===== src/rtl/ctr_acc_pkg.sv =====
package ctr_acc_pkg;
  localparam int unsigned EN_W = 32;
  localparam int unsigned IDX_W = $clog2(EN_W);

  typedef enum logic [1:0] {
    PRV_U   = 2'b00,
    PRV_S   = 2'b01,
    PRV_RSV = 2'b10,
    PRV_M   = 2'b11
  } priv_e;
endpackage


===== src/rtl/ctr_en_reg.sv =====
module ctr_en_reg
  import ctr_acc_pkg::*;
#(
  parameter logic [EN_W-1:0] HARD_ZERO = '0,
  parameter bit              PRESENT   = 1'b1
) (
  input  logic            clk,
  input  logic            rst_n,
  input  logic            wr_i,
  input  logic [EN_W-1:0] wdata_i,
  output logic [EN_W-1:0] q_o
);
  localparam logic [EN_W-1:0] KEEP = PRESENT ? ~HARD_ZERO : '0;

  logic [EN_W-1:0] q_d, q_r;

  always_comb begin
    q_d = q_r;
    if (wr_i) q_d = wdata_i & KEEP;
  end

  always_ff @(posedge clk or negedge rst_n) begin
    if (!rst_n) q_r <= '0;
    else if (wr_i) q_r <= q_d;
  end

  assign q_o = q_r;


  hardwired_zero_chk: assert property (@(posedge clk) disable iff (!rst_n)
    (q_r & ~KEEP) == '0);


  hold_without_write_chk: assert property (@(posedge clk) disable iff (!rst_n)
    !wr_i |=> $stable(q_r));
endmodule


===== src/rtl/ctr_addr_dec.sv =====
module ctr_addr_dec
  import ctr_acc_pkg::*;
(
  input  logic [11:0]      addr_i,
  output logic             hit_o,
  output logic [IDX_W-1:0] idx_o
);
  always_comb begin
    hit_o = (addr_i[11:8] == 4'hC) &&
            ((addr_i[7:5] == 3'b000) || (addr_i[7:5] == 3'b100));
    idx_o = addr_i[IDX_W-1:0];
  end
endmodule


===== src/rtl/ctr_perm.sv =====
module ctr_perm
  import ctr_acc_pkg::*;
#(
  parameter bit S_IMPL = 1'b1
) (
  input  logic             clk,
  input  logic             rst_n,
  input  logic [1:0]       priv_i,
  input  logic             req_i,
  input  logic             hit_i,
  input  logic [IDX_W-1:0] idx_i,
  input  logic [EN_W-1:0]  m_en_i,
  input  logic [EN_W-1:0]  s_en_i,
  output logic             allow_o,
  output logic             illegal_o
);
  logic m_bit, s_bit, grant;

  always_comb begin
    m_bit = m_en_i[idx_i];
    s_bit = s_en_i[idx_i];
    grant = 1'b0;
    unique case (priv_e'(priv_i))
      PRV_M:   grant = 1'b1;
      PRV_S:   grant = S_IMPL && m_bit;
      PRV_U:   grant = S_IMPL ? (m_bit && s_bit) : m_bit;
      default: grant = 1'b0;
    endcase
    allow_o   = req_i && hit_i && grant;
    illegal_o = req_i && hit_i && !grant;
  end


  machine_always_chk: assert property (@(posedge clk) disable iff (!rst_n)
    (req_i && hit_i && priv_i == 2'b11) |-> allow_o);


  flags_exclusive_chk: assert property (@(posedge clk) disable iff (!rst_n)
    $onehot0({allow_o, illegal_o}));


  no_request_quiet_chk: assert property (@(posedge clk) disable iff (!rst_n)
    !(req_i && hit_i) |-> !(allow_o || illegal_o));


  reserved_denied_chk: assert property (@(posedge clk) disable iff (!rst_n)
    (priv_i == 2'b10) |-> !allow_o);
endmodule


===== src/rtl/ctr_stub_counters.sv =====
module ctr_stub_counters #(
  parameter int unsigned CNT_W = 64
) (
  input  logic             clk,
  input  logic             rst_n,
  input  logic             retire_i,
  input  logic             tick_i,
  output logic [CNT_W-1:0] cycle_o,
  output logic [CNT_W-1:0] time_o,
  output logic [CNT_W-1:0] instret_o
);
  logic [CNT_W-1:0] cyc_r, cyc_d, tim_r, tim_d, ret_r, ret_d;

  always_comb begin
    cyc_d = cyc_r + 1'b1;
    tim_d = tim_r + 1'b1;
    ret_d = ret_r + 1'b1;
  end

  always_ff @(posedge clk or negedge rst_n) begin
    if (!rst_n) begin
      cyc_r <= '0;
      tim_r <= '0;
      ret_r <= '0;
    end else begin
      cyc_r <= cyc_d;
      if (tick_i)   tim_r <= tim_d;
      if (retire_i) ret_r <= ret_d;
    end
  end

  assign cycle_o   = cyc_r;
  assign time_o    = tim_r;
  assign instret_o = ret_r;


  cycle_step_chk: assert property (@(posedge clk) disable iff (!rst_n)
    1'b1 |=> cyc_r == $past(cyc_r) + 1'b1);


  instret_hold_chk: assert property (@(posedge clk) disable iff (!rst_n)
    !retire_i |=> $stable(ret_r));
endmodule


===== src/rtl/ctr_access_gate.sv =====
module ctr_access_gate
  import ctr_acc_pkg::*;
#(
  parameter logic [31:0] HARD_ZERO = 32'hC000_0000,
  parameter bit          S_IMPL    = 1'b1,
  parameter int unsigned CNT_W     = 64
) (
  input  logic             clk,
  input  logic             rst_n,
  input  logic [1:0]       priv_i,
  input  logic             rd_req_i,
  input  logic [11:0]      rd_addr_i,
  input  logic             m_wr_i,
  input  logic             s_wr_i,
  input  logic [31:0]      wr_data_i,
  input  logic             retire_i,
  input  logic             tick_i,
  output logic             allow_o,
  output logic             illegal_o,
  output logic [31:0]      m_en_o,
  output logic [31:0]      s_en_o,
  output logic [CNT_W-1:0] cycle_o,
  output logic [CNT_W-1:0] time_o,
  output logic [CNT_W-1:0] instret_o
);
  logic [1:0]       rst_sync;
  logic             rst_int_n;
  logic             hit;
  logic [IDX_W-1:0] idx;
  logic [EN_W-1:0]  m_en, s_en;

  always_ff @(posedge clk or negedge rst_n) begin
    if (!rst_n) rst_sync <= 2'b00;
    else        rst_sync <= {rst_sync[0], 1'b1};
  end
  assign rst_int_n = rst_sync[1];

  ctr_en_reg #(.HARD_ZERO(HARD_ZERO), .PRESENT(1'b1)) u_m_en (
    .clk(clk), .rst_n(rst_int_n), .wr_i(m_wr_i), .wdata_i(wr_data_i), .q_o(m_en)
  );

  ctr_en_reg #(.HARD_ZERO(HARD_ZERO), .PRESENT(S_IMPL)) u_s_en (
    .clk(clk), .rst_n(rst_int_n), .wr_i(s_wr_i), .wdata_i(wr_data_i), .q_o(s_en)
  );

  ctr_addr_dec u_dec (.addr_i(rd_addr_i), .hit_o(hit), .idx_o(idx));

  ctr_perm #(.S_IMPL(S_IMPL)) u_perm (
    .clk(clk), .rst_n(rst_int_n), .priv_i(priv_i), .req_i(rd_req_i),
    .hit_i(hit), .idx_i(idx), .m_en_i(m_en), .s_en_i(s_en),
    .allow_o(allow_o), .illegal_o(illegal_o)
  );

  ctr_stub_counters #(.CNT_W(CNT_W)) u_cnt (
    .clk(clk), .rst_n(rst_int_n), .retire_i(retire_i), .tick_i(tick_i),
    .cycle_o(cycle_o), .time_o(time_o), .instret_o(instret_o)
  );

  assign m_en_o = m_en;
  assign s_en_o = s_en;


  user_needs_both_chk: assert property (@(posedge clk) disable iff (!rst_int_n)
    (S_IMPL && allow_o && priv_i == 2'b00) |-> (m_en[idx] && s_en[idx]));


  super_needs_m_chk: assert property (@(posedge clk) disable iff (!rst_int_n)
    (allow_o && priv_i == 2'b01) |-> m_en[idx]);
endmodule


===== config.mk =====
export PLATFORM = sky130hd
export DESIGN_NAME = ctr_access_gate
export DESIGN_NICKNAME = d
export VERILOG_FILES = /design/src/rtl/ctr_acc_pkg.sv /design/src/rtl/ctr_en_reg.sv /design/src/rtl/ctr_addr_dec.sv /design/src/rtl/ctr_perm.sv /design/src/rtl/ctr_stub_counters.sv /design/src/rtl/ctr_access_gate.sv
export SDC_FILE = /design/constraint.sdc
export NUM_CORES = 1
export LEC_CHECK = 0
export BUFFER_PORTS_ARGS = -buffer_cell sky130_fd_sc_hd__buf_4
export CORE_ASPECT_RATIO = 0.9
export CORE_UTILIZATION = 55
export DETAILED_ROUTE_END_ITERATION = 7
export HOLD_SLACK_MARGIN = 0.03
export PLACE_DENSITY = 0.94
export SETUP_SLACK_MARGIN = 0.1
export SLEW_MARGIN = 20
export SYNTH_ARGS = -nofsm -noshare
export SYNTH_HDL_FRONTEND = slang
export SYNTH_SLANG_ARGS = --single-unit

===== constraint.sdc =====
create_clock -name clk -period 17.1 [get_ports clk]
set_clock_uncertainty 0.15 [all_clocks]
set_input_delay 5.13 -clock clk [delete_from_list [all_inputs] [get_ports clk]]
set_output_delay 5.13 -clock clk [all_outputs]
set_load 0.01 [all_outputs]

==> results of run 1 <==
[final cells by class]
cell class | count | area, um2 | area share [%]
clock inverters | 17 | 245 | 1.65
clock buffers | 33 | 738 | 4.95
multi-input cells | 653 | 4860 | 32.6
well taps | 255 | 319 | 2.14
repair buffers | 307 | 2310 | 15.5
inverters | 19 | 71.3 | 0.479
flip-flops and latches | 254 | 6360 | 42.7
[worst register-to-register path: stages, from the launching register on]
cell and delay, ns:
sky130_fd_sc_hd__dfrtp_1 0.46, sky130_fd_sc_hd__nand4_1 0.27, sky130_fd_sc_hd__nor4_1 0.42, sky130_fd_sc_hd__and4_1 0.55, sky130_fd_sc_hd__nor3b_2 0.31, sky130_fd_sc_hd__nand3_1 0.14, sky130_fd_sc_hd__xnor2_1 0.21
[power by group through the flow]
stage          Clock, mW  Combinational (mW)  Sequential (mW)
4_1_cts            0.647               0.157            0.670
6_report           0.640               0.155            0.671
2_1_floorplan          0              0.0599            0.692
3_5_place_dp           0               0.156            0.680
5_1_grt            0.674               0.168            0.675
3_3_place_gp           0               0.149            0.678
[per-layer routing]
layer,track usage (%),part of all wire [%],vias to the layer above
li1,-,-,3925
met1,34.9,39,4421
met2,47.8,50,372
met3,7.25,7.3,70
met4,8.21,3.1,0
met5,0,0,-
[logic make-up (layout without fill, tap and decap cells)]
kind of cell    count (synthesis)  after routing  synth area share [%]
compound gates                  8              8                 0.560
xor+xnor                      188            188                  14.4
fa+ha+maj                       3              3                 0.329
buf+inv                        43            376                  1.70
flops                         254            254                  55.8
mux                            83             83                  9.20
other cells                     2              5                0.0659
simple gates                  366            366                  17.9
[state kept, by name, summed over array words and instances, names as in the netlist]
signal / flops
rst_sync: 2
u_s_en.q_o: 30
u_cnt.cycle_o: 64
u_m_en.q_o: 30
u_cnt.instret_o: 64
u_cnt.time_o: 64
[path summary, 6_finish.rpt]
| check | to | depth (start not counted) |
|---|---|---|
| worst min-delay path | u_cnt.cycle_o[5]$_DFF_PN0_ | 0 |
| worst min register to register | u_cnt.cycle_o[5]$_DFF_PN0_ | 0 |
| max in group asynchronous | rst_sync[1]$_DFF_PN0_ | 1 |
| min in group clk | rst_sync[1]$_DFF_PN0_ | 0 |
| worst max register to register | u_cnt.cycle_o[38]$_DFF_PN0_ | 6 |
| worst max-delay path | illegal_o | 7 |
[cell usage after synthesis, drive strengths merged (9+ instances only)]
library cell	number
and3	23
and4	23
buf	15
clkbuf	9
dfrtp	254
inv	19
mux2	64
mux4	11
nand2	73
nand3	73
nand4	60
nor2	58
nor3	24
xnor2	134
xor2	54
[stage by stage]
step,total power [mW],hold WS (ns)
after floorplan,0.752,0.181
after global placement,0.828,0.136
after detailed placement,0.836,0.136
after CTS,1.47,0.138
after global routing,1.52,0.165
final,1.47,0.121
==> impl_summary.log, run 1 <==
[metrics] status: finished clean
[metrics] required time at the worst-slack endpoint: 11.82 ns
[metrics] Num Clock Sinks: 254
[metrics] final period demand of the worst path: 12.41 ns
[metrics] number of antenna violations at the first check in global routing: 0
[metrics] sequential-to-total area share from yosys stat: 55.8%
[metrics] async set or reset register ratio after synthesis: 100%
[metrics] detailed-route DRC error count: 0
[metrics] internal power of the cells: 1.11 mW
[metrics] DIE AREA: 21300 um2
[metrics] Sequential Power Share: 45.8%
[metrics] number of buffers added by the clock tree synthesis step: 27
[metrics] post_cts resized: 0
[metrics] Synth Cell Area: 11400 um2
[metrics] non-filler cells in the finished layout: 1538
[metrics] crit path launch type: input pin
[metrics] proportion of total power due to net switching: 24.1%
[metrics] maximum number of buffers from clock root to sink: 3
[metrics] final clock period utilization by the worst path: 72.6%
[metrics] r2r startpoint: u_cnt.cycle_o[6]$_DFF_PN0_
[metrics] arrival time at the worst endpoint: 7.13 ns
[metrics] CP peak stage delay: 0.60 ns
[metrics] placed cells: 1488
[metrics] # Post-CTS Setup Buffers: 0
[metrics] remaining antenna violation count: 0
[metrics] TritonCTS clock tree: done
[metrics] peak supply drop: 83.2 uV
[metrics] depth of the CTS H-tree: 1
[metrics] number of failing hold endpoints at the final stage: 0
[metrics] starting density of the core: 56.5%
[metrics] fin util: 73.9%
[metrics] All-Layer GR Usage: 27.9%
[metrics] Power Density: 98.4 nW/um2
[metrics] final wirelength: 29.7 mm
[metrics] wire length of the first global-routing pass: 47.8 mm
[metrics] Final Max Tran Viols: 0
[metrics] Area growth, synth to finish: 30.7%
[metrics] final total negative setup slack: 0 ns
[metrics] share of final-layout standard cells stronger than drive strength 1: 35.5%
[metrics] antenna diode count: 0
[metrics] slowest stage cell on the critical path: sky130_fd_sc_hd__a2111oi_1
[metrics] worst setup timing slack at the placement stage: 4.76 ns
[metrics] via count: 8788
[metrics] maximum frequency from static timing analysis: 0.0806 GHz
[metrics] Synth area leaders: sky130_fd_sc_hd__dfrtp_1 (56%), sky130_fd_sc_hd__xnor2_1 (10%), sky130_fd_sc_hd__mux2_2 (6.3%), sky130_fd_sc_hd__xor2_1 (4.1%), sky130_fd_sc_hd__nand3_1 (3.2%)
[metrics] placer congestion estimate: 0.902
[metrics] largest net degree at the start of global routing: 84
[metrics] CP dominant cell by count: sky130_fd_sc_hd__buf_4
[metrics] slew at the pin closest to its max-slew limit: 0.964 ns
[metrics] RSZ-0062 raised after global routing: false
[metrics] Post-synth EDFFs: 0
[metrics] vias in the first global route: 9013
[metrics] Final HPWL DP: 20.9 mm
[metrics] Cells after Synth: 947
[metrics] initial DRC count: 516
[metrics] top cell family by delay on the critical path: compound AO/OA/AOI/OAI gates
[metrics] largest fanout on the critical path: 18
[metrics] category of the worst setup path capture point: output port
[metrics] area of the core region: 20200 um2
[metrics] fin area: 14900 um2
[metrics] number of maximum-capacitance violations: 0
[metrics] library cell occupying the most area in the post-synthesis netlist: sky130_fd_sc_hd__dfrtp_1
[metrics] least setup slack across all paths after layout: 4.69 ns
[metrics] number of optimization iterations in the first detailed-route pass: 5
[metrics] horizontal extent of the die: 154 um
[metrics] Clock Latency Late Sink: 0.53 ns
[metrics] commonest non-fill, non-tap cell in the layout: sky130_fd_sc_hd__buf_4
[metrics] top_reg_cell synth: sky130_fd_sc_hd__dfrtp_1
[metrics] leakage component of the power: 7.15 nW
[metrics] number of warnings reported in the yosys synthesis log: 0
[metrics] Synth top area share: 55.8%
[metrics] number of unique standard cell types used by synthesis: 49
[metrics] most frequent cells in the layout: sky130_fd_sc_hd__buf_4 (306), sky130_fd_sc_hd__dfrtp_1 (253), sky130_fd_sc_hd__xnor2_1 (134), sky130_fd_sc_hd__nand2_1 (73), sky130_fd_sc_hd__nand3_1 (72)
[metrics] critical path cell sequence: buf_4 > mux4_2 > mux2i_1 > a21oi_1 > a2111oi_1 > o21ba_2 > buf_4
[metrics] Comb pwr share: 10.6%
[metrics] Post-DP Area: 13900 um2
[metrics] worst-case headroom to the max-slew limit: 35.7%
[metrics] clk root buf: sky130_fd_sc_hd__clkbuf_16
[metrics] routed wire length per instance: 19.3 um
[metrics] post-detailed-route via-to-cell ratio: 5.71
[metrics] Seq cells post-synth: 254
[metrics] Mean Syn Cell Area: 12.0 um2
[metrics] Setup violations, final: 0
[metrics] minimum setup slack among reg-to-reg paths: 14.49 ns
[metrics] crit path buf inv count: 2
[metrics] number of buffers inserted for hold repair after clock tree synthesis: 0
[metrics] class of the tightest hold or removal check: reg -> async
[metrics] Filler Cells Inserted: 1250
[metrics] Placement Rows: 49
[metrics] number of ports placed on the die boundary: 311
[metrics] Switching Power: 0.353 mW
[metrics] clock transition at the registers of the reported paths: 0.06 ns
[metrics] DIE HEIGHT: 139 um
[metrics] kind of critical path: in -> out
[metrics] grt total ovfl: 0
[metrics] number of nets in the layout: 1318
[metrics] part of the total power dissipated in the clock network: 43.7%
[metrics] critical path startpoint: rd_addr_i[1]
[metrics] Port-buffer cells: 303
Note: power is estimated with default switching activity, not from simulation.
==> inputs of run 2 (changes only) <==
Settings changed: ABC_AREA set to 1, PLACE_DENSITY 0.94 to 0.92.
Clock period 17.1 ns to 12.3 ns, I/O delays scaled along.
==> run 2 against run 1 <==
  * Flip-flop and latch count did not move
  * Via count rose by 51%
  * First-iteration DRC count rose by 120%
  * Hold slack improved by 0.074 ns
  * Synthesized area rose by 22%
  * Largest power group unchanged
  * Non-clock buffer count fell by 1
  * Clock power rose by 40%
==> impl_summary.log, run 2 <==
[metrics] largest fanout on the critical path: 37
[metrics] arrival time at the worst endpoint: 5.41 ns
[metrics] number of buffers inserted for hold repair after clock tree synthesis: 0
[metrics] commonest non-fill, non-tap cell in the layout: sky130_fd_sc_hd__nand2_1
[metrics] TritonCTS clock tree: done
[metrics] required time at the worst-slack endpoint: 8.46 ns
[metrics] Num Clock Sinks: 254
[metrics] Synth area leaders: sky130_fd_sc_hd__dfrtp_1 (46%), sky130_fd_sc_hd__nand2_1 (12%), sky130_fd_sc_hd__xor2_1 (6.8%), sky130_fd_sc_hd__nor2_1 (5.5%), sky130_fd_sc_hd__inv_1 (5.3%)
[metrics] via count: 13271
[metrics] Synth Cell Area: 13900 um2
[metrics] library cell occupying the most area in the post-synthesis netlist: sky130_fd_sc_hd__dfrtp_1
[metrics] Setup violations, final: 0
[metrics] post_cts resized: 0
[metrics] dominant cell by count in the synthesized netlist: sky130_fd_sc_hd__nand2_1
[metrics] placer congestion estimate: 0.976
[metrics] sequential-to-total area share from yosys stat: 45.6%
[metrics] crit path launch type: input pin
[metrics] DIE HEIGHT: 153 um
[metrics] # Post-CTS Setup Buffers: 0
[metrics] number of nets in the layout: 2125
[metrics] DIE AREA: 26000 um2
[metrics] area of the core region: 24600 um2
[metrics] Final Max Tran Viols: 0
[metrics] Seq cells post-synth: 254
[metrics] worst setup timing slack at the placement stage: 3.09 ns
[metrics] number of failing hold endpoints at the final stage: 0
[metrics] maximum frequency from static timing analysis: 0.108 GHz
[metrics] remaining antenna violation count: 0
[metrics] Power Density: 120 nW/um2
[metrics] RSZ-0062 raised after global routing: false
[metrics] leakage component of the power: 8.28 nW
[metrics] worst-case headroom to the max-slew limit: 43.2%
[metrics] Final HPWL DP: 32.6 mm
[metrics] peak supply drop: 185 uV
[metrics] All-Layer GR Usage: 32.4%
[metrics] slew at the pin closest to its max-slew limit: 0.852 ns
[metrics] clk root buf: sky130_fd_sc_hd__clkbuf_16
[metrics] number of antenna violations at the first check in global routing: 0
[metrics] post-detailed-route via-to-cell ratio: 5.47
[metrics] least setup slack across all paths after layout: 3.05 ns
[metrics] most frequent cells in the layout: sky130_fd_sc_hd__nand2_1 (464), sky130_fd_sc_hd__buf_4 (305), sky130_fd_sc_hd__dfrtp_1 (253), sky130_fd_sc_hd__nor2_1 (203), sky130_fd_sc_hd__inv_1 (196)
[metrics] Mean Syn Cell Area: 7.95 um2
[metrics] final total negative setup slack: 0 ns
[metrics] antenna diode count: 0
[metrics] final clock period utilization by the worst path: 75.2%
[metrics] number of warnings reported in the yosys synthesis log: 0
[metrics] Port-buffer cells: 303
[metrics] Cells after Synth: 1754
[metrics] kind of critical path: in -> out
[metrics] final period demand of the worst path: 9.25 ns
[metrics] CP peak stage delay: 0.40 ns
[metrics] vias in the first global route: 12803
[metrics] number of maximum-capacitance violations: 0
[metrics] initial DRC count: 1133
[metrics] horizontal extent of the die: 170 um
[metrics] number of optimization iterations in the first detailed-route pass: 6
[metrics] class of the tightest hold or removal check: reg -> async
[metrics] Synth top area share: 45.6%
[metrics] detailed-route DRC error count: 0
[metrics] maximum number of buffers from clock root to sink: 3
[metrics] final wirelength: 42.0 mm
[metrics] async set or reset register ratio after synthesis: 100%
[metrics] number of unique standard cell types used by synthesis: 36
[metrics] Placement Rows: 54
[metrics] largest net degree at the start of global routing: 80
[metrics] Area growth, synth to finish: 25.9%
[metrics] clock transition at the registers of the reported paths: 0.06 ns
[metrics] number of ports placed on the die boundary: 311
[metrics] critical path cell sequence: buf_4 > inv_1 > nand2_1 > nand2_1 > nand2_1 > nand2_1 > nor2_1 > nand2_1 > nand2_1 > nand2_1 > nand3_1 > nand2_1 > a21oi_1 > buf_4
[metrics] most used standard cells in the synthesized netlist: sky130_fd_sc_hd__nand2_1 (464), sky130_fd_sc_hd__dfrtp_1 (254), sky130_fd_sc_hd__nor2_1 (203)
[metrics] slowest stage cell on the critical path: sky130_fd_sc_hd__inv_1
[metrics] routed wire length per instance: 17.3 um
[metrics] share of final-layout standard cells stronger than drive strength 1: 21.6%
[metrics] depth of the CTS H-tree: 1
[metrics] grt total ovfl: 0
[metrics] Design Power: 2.11 mW
[metrics] Post-synth EDFFs: 0
[metrics] number of buffers added by the clock tree synthesis step: 28
[metrics] top_reg_cell synth: sky130_fd_sc_hd__dfrtp_1
[metrics] wire length of the first global-routing pass: 67.2 mm
[metrics] status: finished clean
[metrics] Clock Latency Late Sink: 0.54 ns
[metrics] category of the worst setup path capture point: output port
[metrics] starting density of the core: 56.7%
[metrics] CP dominant cell by count: sky130_fd_sc_hd__nand2_1
## run 2: changes by cell type in the layout (fill, tap and decap cells not counted), sizes merged, moves of 32 or more
cell | previous run | this run
nand2 | 73 | 480
mux2 | 64 | 32
xnor2 | 134 | 58
inv | 21 | 202
nor2 | 58 | 234
nor3 | 24 | 94
xor2 | 54 | 108
nand3 | 73 | 118
o21ai | 1 | 52
## run 2: logic make-up (layout without fill, tap and decap cells)
| group | Yosys count | count (layout) | synth area share, % |
|---|---|---|---|
| multiplexers | 32 | 32 | 2.58 |
| AO/OA/AOI/OAI | 61 | 61 | 2.24 |
| other | 2 | 5 | 0.0538 |
| XOR/XNOR | 166 | 166 | 10.4 |
| AND/OR/NAND/NOR | 1009 | 1009 | 32.6 |
| buffers and inverters | 227 | 560 | 6.29 |
| flip-flops | 254 | 254 | 45.6 |
| adder cells (fa/ha/maj) | 3 | 3 | 0.269 |
## run 2: worst max-delay path, delay by kind of cell
kind                   cells  cell delay [ns]
and+or+nand+nor           10             0.73
AOI/OAI and AO/OA          1             0.13
buffers and inverters      3             0.83
## run 2: final cells by class
| cell class | count | area (um2) |
|---|---|---|
| Sequential cell | 254 | 6360 |
| Fill cell | 1922 | 7040 |
| Clock buffer | 41 | 831 |
| Inverter | 203 | 762 |
| Clock inverter | 10 | 158 |
| Timing Repair Buffer | 306 | 2300 |
| Multi-Input combinational cell | 1276 | 6730 |
| Tap cell | 336 | 420 |
## run 2: path summary, 6_finish.rpt
kind / slack [ns] / start / end / cells after the start
max: 3.05 / rd_addr_i[0] / illegal_o / 14
min: 0.20 / rst_sync[1]$_DFF_PN0_ / u_cnt.time_o[63]$_DFFE_PN0P_ / 0
max reg2reg: 9.74 / rst_sync[1]$_DFF_PN0_ / u_cnt.instret_o[2]$_DFFE_PN0P_ / 2
min reg2reg: 0.20 / rst_sync[1]$_DFF_PN0_ / u_cnt.time_o[63]$_DFFE_PN0P_ / 0
max in group asynchronous: 9.14 / rst_n / rst_sync[1]$_DFF_PN0_ / 1
min in group clk: 0.20 / rst_sync[0]$_DFF_PN0_ / rst_sync[1]$_DFF_PN0_ / 0
## run 2: layer usage
layer	GRT usage (%)	part of all wire, %	vias to the layer above	routed length, um
li1	-	-	6220	-
met2	51.0	46	618	19400
met3	4.84	7.3	122	3050
met5	0	0	-	0
met4	12.1	3.9	0	1630
met1	45.4	43	6311	18000
## run 2: report_power, final
part	leakage (nW)	internal [mW]	switching, mW
logic	4.52	0.119	0.149
registers	3.28	0.885	0.0679
clock network	0.476	0.550	0.345
total	8.28	1.55	0.562
## run 2: stage by stage
step | hold WS (ns) | area [um2] | utilization (%) | std cells
4_1_cts | 0.204 | 17600 | 71.4 | 2426
5_1_grt | 0.204 | 17600 | 71.4 | 2426
3_3_place_gp | 0.186 | 16600 | 67.4 | 2375
3_5_place_dp | 0.194 | 16600 | 67.4 | 2375
6_report | 0.195 | 17600 | 71.4 | 2426
2_1_floorplan | 0.181 | 14000 | - | 1757
==> inputs of run 3 (changes only) <==
Settings changed: CORE_UTILIZATION 55 to 50, PLACE_DENSITY 0.92 to 0.88.
Clock period 12.3 ns to 7.75 ns, I/O delays scaled along.
==> run 3 against run 2 <==
  * Hold slack got worse by 0.0043 ns
  * Die area is 9.9% higher
  * Clock power is 54% higher
  * Final cell count increased by 0.70%
  * Routed wire length shrank 0.59%
  * Sequential power rose by 59%
  * Register-to-register slack worse by 4.6 ns
  * Global-route usage down 3.4 points
  * Largest cell class unchanged
  * Largest power group unchanged
==> impl_summary.log, run 3 (synthesis results as in run 2) <==
[metrics] number of buffers added by the clock tree synthesis step: 28
[metrics] Post-DP Area: 16600 um2
[metrics] detailed-route DRC error count: 0
[metrics] final clock period utilization by the worst path: 84.3%
[metrics] most frequent cells in the layout: sky130_fd_sc_hd__nand2_1 (464), sky130_fd_sc_hd__buf_4 (305), sky130_fd_sc_hd__dfrtp_1 (253), sky130_fd_sc_hd__nor2_1 (203), sky130_fd_sc_hd__inv_1 (196)
[metrics] Final Max Tran Viols: 0
[metrics] final total negative setup slack: 0 ns
[metrics] required time at the worst-slack endpoint: 5.28 ns
[metrics] post-detailed-route via-to-cell ratio: 5.44
[metrics] met1 Resource Use GR: 41.8%
[metrics] final period demand of the worst path: 6.54 ns
[metrics] Sequential Power Share: 45.6%
[metrics] r2r startpoint: rst_sync[1]$_DFF_PN0_
[metrics] area of the core region: 27200 um2
[metrics] number of nets in the layout: 2125
[metrics] routed wire length per instance: 17.1 um
[metrics] met3 Use GR: 4.55%
[metrics] number of failing hold endpoints at the final stage: 0
[metrics] largest net degree at the start of global routing: 80
[metrics] vias in the first global route: 12642
[metrics] CP dominant cell by count: sky130_fd_sc_hd__nand3_1
[metrics] # Post-CTS Setup Buffers: 0
[metrics] slowest stage cell on the critical path: sky130_fd_sc_hd__inv_1
[metrics] maximum number of buffers from clock root to sink: 3
[metrics] leakage component of the power: 8.28 nW
[metrics] internal power of the cells: 2.43 mW
[metrics] Num Clock Sinks: 254
[metrics] largest fanout on the critical path: 37
[metrics] grt total ovfl: 0
[metrics] clk root buf: sky130_fd_sc_hd__clkbuf_16
[metrics] crit path launch type: input pin
[metrics] worst hold slack: 0.191 ns
[metrics] post_cts resized: 0
[metrics] Port-buffer cells: 303
[metrics] number of ports placed on the die boundary: 311
[metrics] peak supply drop: 182 uV
[metrics] met2 GRT Util: 45.4%
[metrics] critical path cell sequence: buf_4 > inv_1 > nand2_1 > nand3_1 > nand3_1 > nand3_1 > nand2_1 > nand2_1 > nand3_1 > a21oi_1 > buf_4
[metrics] depth of the CTS H-tree: 1
[metrics] slew at the pin closest to its max-slew limit: 0.838 ns
[metrics] Switching Power: 0.886 mW
[metrics] Clock Latency Late Sink: 0.54 ns
[metrics] part of the total power dissipated in the clock network: 41.8%
[metrics] status: finished clean
[metrics] horizontal extent of the die: 178 um
[metrics] worst-case headroom to the max-slew limit: 44.2%
[metrics] crit path buf inv count: 3
[metrics] number of optimization iterations in the first detailed-route pass: 5
[metrics] arrival time at the worst endpoint: 4.06 ns
[metrics] top cell family by delay on the critical path: buffers and inverters
[metrics] number of cells on the worst reg-to-reg path: 2
[metrics] Power Density: 189 nW/um2
[metrics] maximum frequency from static timing analysis: 0.153 GHz
[metrics] minimum setup slack among reg-to-reg paths: 5.17 ns
[metrics] Final HPWL DP: 32.1 mm
[metrics] via count: 13288
[metrics] share of final-layout standard cells stronger than drive strength 1: 21.7%
[metrics] number of antenna violations at the first check in global routing: 0
[metrics] fin area: 17600 um2
[metrics] All-Layer GR Usage: 29.0%
[metrics] fin util: 64.6%
[metrics] worst setup timing slack at the placement stage: 1.24 ns
[metrics] wire length of the first global-routing pass: 66.0 mm
[metrics] commonest non-fill, non-tap cell in the layout: sky130_fd_sc_hd__nand2_1
[metrics] placer congestion estimate: 0.964
[metrics] RSZ-0062 raised after global routing: false
[metrics] DIE AREA: 28600 um2
[metrics] Comb pwr share: 12.6%
[metrics] category of the worst setup path capture point: output port
[metrics] clock transition at the registers of the reported paths: 0.06 ns
[metrics] least setup slack across all paths after layout: 1.21 ns
[metrics] reg2reg end: u_cnt.cycle_o[34]$_DFF_PN0_
[metrics] Placement Rows: 57
[metrics] starting density of the core: 51.3%
[metrics] DIE HEIGHT: 160 um
[metrics] proportion of total power due to net switching: 26.8%
[metrics] kind of critical path: in -> out
[metrics] antenna diode count: 0
[metrics] remaining antenna violation count: 0
[metrics] Design Power: 3.31 mW
[metrics] non-filler cells in the finished layout: 2443
[metrics] final wirelength: 41.8 mm
[metrics] TritonCTS clock tree: done
[metrics] number of maximum-capacitance violations: 0
[metrics] peak-usage layer in the global routing report: met2
[metrics] Setup violations, final: 0
[metrics] placed cells: 2393
[metrics] CP peak stage delay: 0.54 ns
[metrics] Area growth, synth to finish: 25.8%
[metrics] class of the tightest hold or removal check: reg -> async
[metrics] initial DRC count: 1337
[metrics] number of buffers inserted for hold repair after clock tree synthesis: 0
[run 3: worst max-delay path by stage]
stage                 start        end  slack (ns)  cells after the start
2_1_floorplan  rd_addr_i[0]    allow_o        1.81                     13
3_3_place_gp   rd_addr_i[0]    allow_o        1.31                     15
3_5_place_dp   rd_addr_i[0]  illegal_o        1.24                     11
4_1_cts        rd_addr_i[0]  illegal_o        1.23                     11
5_1_grt        rd_addr_i[0]  illegal_o        1.03                     14
6_report       rd_addr_i[0]  illegal_o        1.21                     11
[run 3: metal layers]
metal / part of all wire, % / wire length (um)
met2: 46 / 19100
met1: 43 / 18200
met5: 0 / 0
met4: 2.9 / 1220
met3: 7.9 / 3300
[run 3: final cells by class]
class	count	area, um2
timing repair buffer	306	2300
fill	2267	9620
clock inverter	12	140
inverter	203	762
tap	354	443
clock buffer	38	820
multi-input combinational	1276	6730
sequential	254	6360
[run 3: power groups by stage]
stage                     clock network, mW  logic (mW)  registers, mW
after floorplan                           0       0.179           1.56
after global placement                    0       0.403           1.53
after detailed placement                  0       0.417           1.53
after CTS                              1.40       0.420           1.51
after global routing                   1.45       0.462           1.52
final                                  1.38       0.417           1.51
